$ cat config.mk
export PLATFORM = sky130hd
export DESIGN_NAME = sram_turn_sched
export DESIGN_NICKNAME = d
export VERILOG_FILES = /design/src/rtl/sram_ts_pkg.sv /design/src/rtl/sram_ts_gap.sv /design/src/rtl/sram_ts_issue.sv /design/src/rtl/sram_ts_wpipe.sv /design/src/rtl/sram_turn_sched.sv
export SDC_FILE = /design/constraint.sdc
export NUM_CORES = 1
export LEC_CHECK = 0
export CAP_MARGIN = 20
export CELL_PAD_IN_SITES_DETAIL_PLACEMENT = 0
export CELL_PAD_IN_SITES_GLOBAL_PLACEMENT = 1
export CORE_ASPECT_RATIO = 1.4
export CORE_MARGIN = 2
export CORE_UTILIZATION = 32
export DETAILED_ROUTE_END_ITERATION = 7
export PLACE_DENSITY_LB_ADDON = 0.12
export SLEW_MARGIN = 25
export SYNTH_ARGS = -nofsm -noshare
export SYNTH_HDL_FRONTEND = slang
export SYNTH_SLANG_ARGS = --single-unit
export TNS_END_PERCENT = 20
$ cat constraint.sdc
create_clock -name clk -period 1.1 [get_ports clk]
set_input_delay 0.165 -clock clk [delete_from_list [all_inputs] [get_ports clk]]
set_output_delay 0.165 -clock clk [all_outputs]
set_load 0.005 [all_outputs]
$ cat src/rtl/sram_ts_pkg.sv
package sram_ts_pkg;
  localparam int unsigned MAX_NOPS = 2;

  typedef enum logic [1:0] {
    OP_NOP = 2'd0,
    OP_RD  = 2'd1,
    OP_WR  = 2'd2
  } op_e;

  function automatic int unsigned clamp_nops(input int unsigned n);
    if (n < 1) return 1;
    if (n > MAX_NOPS) return MAX_NOPS;
    return n;
  endfunction
endpackage

$ cat src/rtl/sram_ts_gap.sv
module sram_ts_gap #(
  parameter int unsigned NOPS = 2
) (
  input  logic clk,
  input  logic rst_n,
  input  logic acc_rd,
  output logic gap_ok
);
  localparam int unsigned GW = $clog2(NOPS + 1);
  localparam logic [GW-1:0] FULL = GW'(NOPS);

  // cycles elapsed since the last read command, saturating at NOPS
  logic [GW-1:0] age_q;

  always_ff @(posedge clk or negedge rst_n) begin
    if (!rst_n)          age_q <= FULL;
    else if (acc_rd)     age_q <= '0;
    else if (age_q != FULL) age_q <= age_q + 1'b1;
  end

  assign gap_ok = (age_q == FULL);

  // a read just taken always opens the gap
  a_r4_gap_opens: assert property (@(posedge clk) disable iff (!rst_n)
    acc_rd |=> !gap_ok);
endmodule

$ cat src/rtl/sram_ts_issue.sv
module sram_ts_issue
  import sram_ts_pkg::*;
#(
  parameter int unsigned NOPS = 2
) (
  input  logic clk,
  input  logic rst_n,
  input  logic req_valid,
  input  logic req_is_write,
  input  logic split_mode,
  input  logic gap_ok,
  output logic req_ready,
  output logic acc_rd,
  output logic acc_wr,
  output logic cmd_rd,
  output logic cmd_wr
);
  op_e  op_q;
  logic shared_q;
  logic acc;

  // only a shared-bus write with an open gap is held back
  assign req_ready = !(req_is_write && !split_mode && !gap_ok);
  assign acc       = req_valid && req_ready;
  assign acc_rd    = acc && !req_is_write;
  assign acc_wr    = acc && req_is_write;

  always_ff @(posedge clk or negedge rst_n) begin
    if (!rst_n) begin
      op_q     <= OP_NOP;
      shared_q <= 1'b0;
    end else begin
      op_q     <= acc_wr ? OP_WR : (acc_rd ? OP_RD : OP_NOP);
      shared_q <= !split_mode;
    end
  end

  assign cmd_rd = (op_q == OP_RD);
  assign cmd_wr = (op_q == OP_WR);

  // never both strobes
  a_r1_one_cmd: assert property (@(posedge clk) disable iff (!rst_n)
    !(cmd_rd && cmd_wr));

  // handshake gives a command next cycle, none gives a NOP
  a_r2_cmd_follows: assert property (@(posedge clk) disable iff (!rst_n)
    acc |=> (cmd_rd || cmd_wr));
  a_r2_nop_idle: assert property (@(posedge clk) disable iff (!rst_n)
    !acc |=> (!cmd_rd && !cmd_wr));

  // shared-bus write keeps clear of recent read commands
  a_r3_gap_one: assert property (@(posedge clk) disable iff (!rst_n)
    (cmd_wr && shared_q) |-> !$past(cmd_rd));

  generate
    if (NOPS >= 2) begin : g_two
      a_r3_gap_two: assert property (@(posedge clk) disable iff (!rst_n)
        (cmd_wr && shared_q) |-> !$past(cmd_rd, 2));
    end
  endgenerate
endmodule

$ cat src/rtl/sram_ts_wpipe.sv
module sram_ts_wpipe #(
  parameter int unsigned DATA_W = 16
) (
  input  logic              clk,
  input  logic              rst_n,
  input  logic              acc_wr,
  input  logic              shared,
  input  logic [DATA_W-1:0] wdata,
  output logic [DATA_W-1:0] dq_out,
  output logic              dq_oe,
  output logic              oe_shared
);
  logic              s1_v;
  logic              s1_sh;
  logic [DATA_W-1:0] s1_d;

  always_ff @(posedge clk or negedge rst_n) begin
    if (!rst_n) begin
      s1_v      <= 1'b0;
      s1_sh     <= 1'b0;
      s1_d      <= '0;
      dq_oe     <= 1'b0;
      oe_shared <= 1'b0;
      dq_out    <= '0;
    end else begin
      s1_v      <= acc_wr;
      s1_sh     <= shared;
      s1_d      <= acc_wr ? wdata : '0;
      dq_oe     <= s1_v;
      oe_shared <= s1_v && s1_sh;
      dq_out    <= s1_v ? s1_d : '0;
    end
  end
endmodule

$ cat src/rtl/sram_turn_sched.sv
module sram_turn_sched
  import sram_ts_pkg::*;
#(
  parameter int unsigned DATA_W    = 16,
  parameter int unsigned TURN_NOPS = 2
) (
  input  logic              clk,
  input  logic              rst_n,
  input  logic              split_mode,
  input  logic              req_valid,
  output logic              req_ready,
  input  logic              req_is_write,
  input  logic [DATA_W-1:0] req_wdata,
  output logic              cmd_rd,
  output logic              cmd_wr,
  output logic [DATA_W-1:0] dq_out,
  output logic              dq_oe
);
  localparam int unsigned NOPS = clamp_nops(TURN_NOPS);

  logic gap_ok;
  logic acc_rd;
  logic acc_wr;
  logic oe_shared;

  sram_ts_gap #(.NOPS(NOPS)) u_gap (
    .clk    (clk),
    .rst_n  (rst_n),
    .acc_rd (acc_rd),
    .gap_ok (gap_ok)
  );

  sram_ts_issue #(.NOPS(NOPS)) u_issue (
    .clk          (clk),
    .rst_n        (rst_n),
    .req_valid    (req_valid),
    .req_is_write (req_is_write),
    .split_mode   (split_mode),
    .gap_ok       (gap_ok),
    .req_ready    (req_ready),
    .acc_rd       (acc_rd),
    .acc_wr       (acc_wr),
    .cmd_rd       (cmd_rd),
    .cmd_wr       (cmd_wr)
  );

  sram_ts_wpipe #(.DATA_W(DATA_W)) u_wpipe (
    .clk       (clk),
    .rst_n     (rst_n),
    .acc_wr    (acc_wr),
    .shared    (!split_mode),
    .wdata     (req_wdata),
    .dq_out    (dq_out),
    .dq_oe     (dq_oe),
    .oe_shared (oe_shared)
  );

  // read data window: the two cycles after a read command
  logic rd_d1, rd_d2;
  always_ff @(posedge clk or negedge rst_n) begin
    if (!rst_n) begin
      rd_d1 <= 1'b0;
      rd_d2 <= 1'b0;
    end else begin
      rd_d1 <= cmd_rd;
      rd_d2 <= rd_d1;
    end
  end

  // enable exactly one cycle after each write command
  a_r8_oe_after_wr: assert property (@(posedge clk) disable iff (!rst_n)
    cmd_wr |=> dq_oe);
  a_r8_oe_only_wr: assert property (@(posedge clk) disable iff (!rst_n)
    !cmd_wr |=> !dq_oe);

  // shared-bus drive never meets returning read data
  a_r9_no_overlap: assert property (@(posedge clk) disable iff (!rst_n)
    (dq_oe && oe_shared) |-> !(rd_d1 || rd_d2));
endmodule

==> run_results.csv, run 1 <==
group,metric,value,unit
timing,finalClockSkew,3.94,ps
route,wl_per_cell,12.2,µm
critical_path,critPathLaunchType,"register",
clock_network,clock_sinks,37,
global_routing,use_met1,14.0,%
status,status,"complete, but fails checks",
timing,postLayoutSetupSlackWorst,-211,ps
layout,syn_to_final_growth,53.0,%
flow_run,cap_violations,0,
clock_network,cts_root_buffer,"clkbuf_8",
synthesis,ys_warn_count,0,
global_routing,antenna_found_initial,0,
synthesis,syn_nets,106,
global_routing,met2_usage,18.2,%
synthesis,synth_cells,84,
synthesis,netlist_area,1260,µm²
critical_path,cp.required,940,ps
critical_path,r2r-start,"u_gap.age_q[0]",
placed_design,gp_congestion,0.650,
synthesis,synth_top_area_share,71.4,%
status,violations,"negative setup slack",
placed_design,port_buffers,40,
global_routing,grt_pass1_vias,808,
route,dr.pass1.iters,3,
global_routing,grt-ovfl-total,0,
synthesis,synth_cell_types,16,
synthesis,synth_top_cells_by_area,"dfrtp_1, and2_1, and2_4, and2_2, dfstp_2",
route,wl,2230,µm
global_routing,grt_max_degree,24,
die,initial_core_util,32.7,%
route,vias,789,
placed_design,post-place-ws,-320,ps
synthesis,yosys.area.top_type,"dfrtp_1",
power_and_ir_drop,leakage,0.993,nW
die,num_rows,27,
die,dieHeight,78.3,µm
critical_path,worst_setup_path_end_kind,"primary output",
timing,fin_crit_sh,119,%
layout,nFillCells,353,
die,io_pins,41,
clock_network,tritoncts,"built",
critical_path,critical_path_class,"reg -> out",
route,drt-initial-drc-count,10,
clock_network,cts_buffers,5,
route,via_per_inst,4.31,
timing,tightest_slew,357,ps
clock_network,htree_num_levels,2,
timing,post-route-min-period,1310,ps
critical_path,reg2reg_setup_slack,-180,ps
power_and_ir_drop,powerDensity,1760,nW/µm²
synthesis,yosysSeqAreaShare,73.5,%
critical_path,reg2reg_to,"u_wpipe.s1_d[1]",
clock_network,clockBufferDepth,2,
clock_network,path_clk_slew,70,ps
global_routing,grt_busiest_layer,"met2",
power_and_ir_drop,vdd_drop_max,0.00110,V
timing,hold_viol,0,
layout,nets,161,
layout,num_antenna_cells,0,
placed_design,post-place-cells,171,
timing,fmax,763,MHz
timing,hold-worst-slack,322,ps
critical_path,critPathMaxFanout,2,
critical_path,arrival,1150,ps
global_routing,grt_first_pass_wirelength,3850,µm
timing,fin_tns_setup,-3040,ps
timing,final_max_slew_viol_count,0,
route,drcViolationCount,0,
route,ant_nets,0,
timing,rsz0062_at_grt,"yes",
die,die_x,57.1,µm
placed_design,hpwl,1430,µm
clock_network,clock_latency,280,ps
global_routing,grt_usage,11.7,%
layout,final_cells,183,
synthesis,synth_seq_cells,37,
layout,drive_above_1_share,31.4,%
die,die_area,4470,µm²
die,core-area,3850,µm²
global_routing,use_met3,4.12,%
timing,setup_viol,20,
synthesis,syn_avg_cell_area,15.0,µm²
critical_path,reg2reg_depth,5,
timing,slew_headroom,76.2,%
worst_hold_path,min_path_type,"in -> async",
==> flip-flops by register name, indices dropped and copies added (netlist names) <==
name            count
u_issue.op_q        2
u_wpipe.s1_d       16
u_wpipe.dq_oe       1
u_wpipe.dq_out     16
u_gap.age_q         2
==> cell usage after synthesis <==
| cell type | n |
|---|---|
| xor2_1 | 1 |
| nand2_1 | 2 |
| nor2_1 | 2 |
| and2_1 | 16 |
| dfstp_2 | 1 |
| inv_1 | 1 |
| ha_1 | 1 |
| and2_4 | 9 |
| a21oi_1 | 1 |
| and2_2 | 7 |
| dfrtp_1 | 36 |
| buf_6 | 1 |
| o211a_4 | 1 |
| clkbuf_1 | 1 |
| nor2b_1 | 3 |
| or2_2 | 1 |
==> stage by stage <==
| step | power [mW] | utilization (%) | instance area (µm²) |
|---|---|---|---|
| after floorplan | 1.76 | - | 1270 |
| after global placement | 1.98 | 45.8 | 1770 |
| after detailed placement | 2.00 | 45.8 | 1770 |
| after CTS | 3.41 | 49.7 | 1910 |
| after global routing | 3.59 | 50.1 | 1930 |
| final | 3.39 | 50.1 | 1930 |
==> critical path, stage by stage (launching register included) <==
cell and delay (ps):
dfstp_2 550, ha_4 130, nor2_2 30, nand2_1 40, buf_2 100
==> power breakdown <==
part | internal (mW) | switching (mW) | leakage, nW | total, mW
logic | 0.313 | 0.227 | 0.421 | 0.540
registers | 1.46 | 0.0413 | 0.504 | 1.50
clock network | 0.900 | 0.453 | 0.0681 | 1.35
==> logic make-up (layout without fill, tap and decap cells) <==
group	after synthesis	after routing	share of synthesized area, %
and+or+nand+nor	40	40	21.5
DFF	37	37	73.5
adders and majority gates	1	1	0.992
buffers and inverters	3	57	1.49
AOI/OAI and AO/OA	2	4	1.79
xor gates and xnor gates	1	1	0.695
==> cells in the final DEF, fill, tap and decap left out, types with 2 or more instances in the layout <==
| cell | instances |
|---|---|
| and2_4 | 9 |
| bufinv_16 | 2 |
| buf_4 | 6 |
| dfrtp_1 | 36 |
| nor2b_1 | 3 |
| clkdlybuf4s50_1 | 19 |
| clkdlybuf4s15_1 | 6 |
| and2_2 | 7 |
| buf_2 | 4 |
| dlygate4sd2_1 | 11 |
| o211a_4 | 3 |
| clkbuf_8 | 5 |
| nand2_1 | 2 |
| and2_1 | 16 |
==> layer usage <==
metal	part of all wire, %	routed length, µm
met3	7.6	169
met1	39	877
met2	51	1130
met5	0	0
met4	2.4	54
==> worst max-delay path by stage <==
stage | startpoint | to | slack [ps] | depth (start not counted)
after floorplan | u_gap.age_q[0] | u_wpipe.s1_d[10] | -90 | 5
after global placement | u_gap.age_q[1] | req_ready | -310 | 4
after detailed placement | u_gap.age_q[1] | req_ready | -320 | 4
after CTS | u_gap.age_q[1] | req_ready | -220 | 4
after global routing | u_gap.age_q[1] | req_ready | -270 | 4
final | u_gap.age_q[1] | req_ready | -210 | 4
==> repair_timing <==
| action | 4_1_cts | 5_1_grt |
|---|---|---|
| hold buffers | 1 | 0 |
| pin swaps | 5 | 1 |
| buffers inserted | 0 | 1 |
| endpoints found under the hold margin | 14 | 0 |
| setup endpoints to repair | 39 | 28 |
| gates resized for setup | 33 | 6 |
| cloned | 2 | 0 |
==> area by class of cell <==
class / count / area, µm² / area share (%)
tap: 43 / 53.8 / 2.79
clock buffer: 5 / 68.8 / 3.57
timing repair buffer: 48 / 442 / 22.9
inverter: 1 / 3.75 / 0.195
sequential: 37 / 927 / 48.1
clock inverter: 3 / 65.1 / 3.37
multi-input combinational: 46 / 369 / 19.1
(Power assumes the default switching activity.)
==> inputs of run 2 (changes only) <==
- PLACE_DENSITY: unset -> 0.71
- PLACE_DENSITY_LB_ADDON: 0.12 -> unset
==> run_results.csv, run 2 (same netlist as run 1, synthesis figures left out) <==
group,metric,value,unit
power_and_ir_drop,clkPwrFrac,30.3,%
global_routing,grt_first_pass_wirelength,3450,µm
critical_path,worst_setup_path_end_kind,"primary output",
layout,syn_to_final_growth,46.3,%
die,io_pins,41,
layout,final_cells,181,
critical_path,reg2reg_to,"u_wpipe.s1_d[2]",
route,ant_nets,0,
layout,stdcell_area,1850,µm²
global_routing,grt_pass1_vias,742,
critical_path,arrival,1150,ps
layout,nets,159,
layout,drive_above_1_share,29.0,%
critical_path,crit_buf_inv,1,
global_routing,grt-ovfl-total,0,
critical_path,critPathTopFamily,"flip-flops",
global_routing,grt_max_degree,38,
flow_run,cap_violations,0,
critical_path,critPathMaxFanout,2,
route,wl_per_cell,12.3,µm
timing,postLayoutSetupSlackWorst,-215,ps
critical_path,r2r-start,"u_gap.age_q[0]",
critical_path,reg2reg_depth,5,
clock_network,htree_num_levels,2,
layout,fin_util,47.9,%
clock_network,path_clk_slew,70,ps
die,num_rows,27,
route,via_per_inst,4.25,
layout,num_antenna_cells,0,
power_and_ir_drop,powerDensity,1540,nW/µm²
route,drcViolationCount,0,
placed_design,post-place-cells,171,
timing,post-route-min-period,1310,ps
status,status,"complete, but fails checks",
timing,finalClockSkew,2.15,ps
die,core-area,3850,µm²
power_and_ir_drop,vdd_drop_max,0.00119,V
placed_design,port_buffers,40,
placed_design,dpl_cell_area,1770,µm²
worst_hold_path,min_path_type,"in -> async",
layout,layout.cells.most_common_list,"dfrtp_1, clkdlybuf4s50_1, and2_1, dlygate4sd2_1, and2_4",
die,die_area,4470,µm²
status,violations,"negative setup slack",
power_and_ir_drop,combPwrFrac,17.1,%
power_and_ir_drop,finalPower,2.85,mW
critical_path,reg2reg_setup_slack,-200,ps
placed_design,gp_congestion,0.643,
critical_path,crit_cells,4,
timing,rsz0062_at_grt,"yes",
timing,tightest_slew,241,ps
power_and_ir_drop,sequentialPowerShare,52.7,%
power_and_ir_drop,p_sw,0.671,mW
timing,fin_crit_sh,120,%
power_and_ir_drop,leakage,0.972,nW
die,die_x,57.1,µm
critical_path,critical_path_class,"reg -> out",
power_and_ir_drop,power.internal,2.17,mW
timing,setup_viol,19,
critical_path,cp_cell_sequence,"ha_4 -> nor2_1 -> nand2_1 -> buf_2",
critical_path,critPathLaunchType,"register",
critical_path,slowest_stage,"dfstp_2",
timing,fmax,761,MHz
clock_network,cts_buffers,5,
power_and_ir_drop,sw_frac_of_total,23.6,%
layout,final_common_cell,"dfrtp_1",
global_routing,antenna_found_initial,0,
clock_network,clock_sinks,37,
clock_network,cts_root_buffer,"clkbuf_8",
layout,reg_top3,"u_wpipe.dq_out (16), u_wpipe.s1_d (16)",
global_routing,grt_usage,10.3,%
timing,hold_viol,0,
timing,fin_tns_setup,-2910,ps
timing,final_max_slew_viol_count,0,
timing,slew_headroom,83.9,%
route,dr.pass1.iters,2,
route,drt-initial-drc-count,2,
critical_path,critical-path-max-stage-delay,550,ps
die,initial_core_util,32.7,%
clock_network,clock_latency,280,ps
critical_path,cp.required,940,ps
clock_network,clockBufferDepth,2,
route,vias,770,
clock_network,tritoncts,"built",
die,dieHeight,78.3,µm
route,wl,2230,µm
run 2: changes by cell type in the layout (fill, tap and decap cells not counted), sizes merged:
| cell | previous run | this run |
|---|---|---|
| clkbuf | 5 | 6 |
| clkinv | 1 | 2 |
| clkdlybuf4s15 | 6 | 2 |
| bufinv | 2 | 0 |
| buf | 11 | 10 |
| dlygate4sd2 | 11 | 15 |
| o211a | 3 | 2 |
run 2: power by group through the flow:
stage | combinational [mW] | clock, mW | sequential (mW)
2_1_floorplan | 0.232 | 0 | 1.53
3_3_place_gp | 0.446 | 0 | 1.52
3_5_place_dp | 0.472 | 0 | 1.53
4_1_cts | 0.475 | 0.893 | 1.50
5_1_grt | 0.561 | 0.957 | 1.50
6_report | 0.486 | 0.861 | 1.50
run 2: per-stage QoR:
step | hold WS, ps | setup WS [ps]
floorplan | -131 | -85.2
global placement | 133 | -302
detailed placement | 141 | -329
CTS | 375 | -224
global route | 418 | -265
finish | 381 | -215
run 2: worst min-delay path, cell delays in order:
cell	delay, ps
dlygate4sd3_1	520
buf_2	120
buf_12	210
run 2: layout make-up:
class,count,area [µm²]
inverters,1,3.75
repair buffers,47,429
fillers,369,2010
well taps,43,53.8
multi-input cells,45,349
clock buffers,6,72.6
flip-flops and latches,37,927
clock inverters,2,10.0
run 2: metal layers:
layer | wire length (µm) | track usage (%)
met1 | 776 | 11.2
met2 | 1290 | 17.4
met3 | 108 | 3.13
met4 | 60 | 6.28
met5 | 0 | 0
run 2: what timing repair did:
| action | in CTS | in global routing |
|---|---|---|
| gates cloned | 0 | 1 |
| setup buffers | 0 | 0 |
| gates resized for setup | 30 | 3 |
| hold endpoints to repair | 36 | 0 |
| hold buffers | 1 | 0 |
| pin swaps | 10 | 2 |
| endpoints found under the setup margin | 39 | 24 |
run 2: worst max-delay path by stage:
stage	endpoint	slack, ps	startpoint
3_5_place_dp	req_ready	-330	u_gap.age_q[1]
2_1_floorplan	u_wpipe.s1_d[10]	-90	u_gap.age_q[0]
5_1_grt	req_ready	-260	u_gap.age_q[1]
4_1_cts	req_ready	-220	u_gap.age_q[1]
3_3_place_gp	req_ready	-300	u_gap.age_q[1]
6_report	req_ready	-210	u_gap.age_q[1]
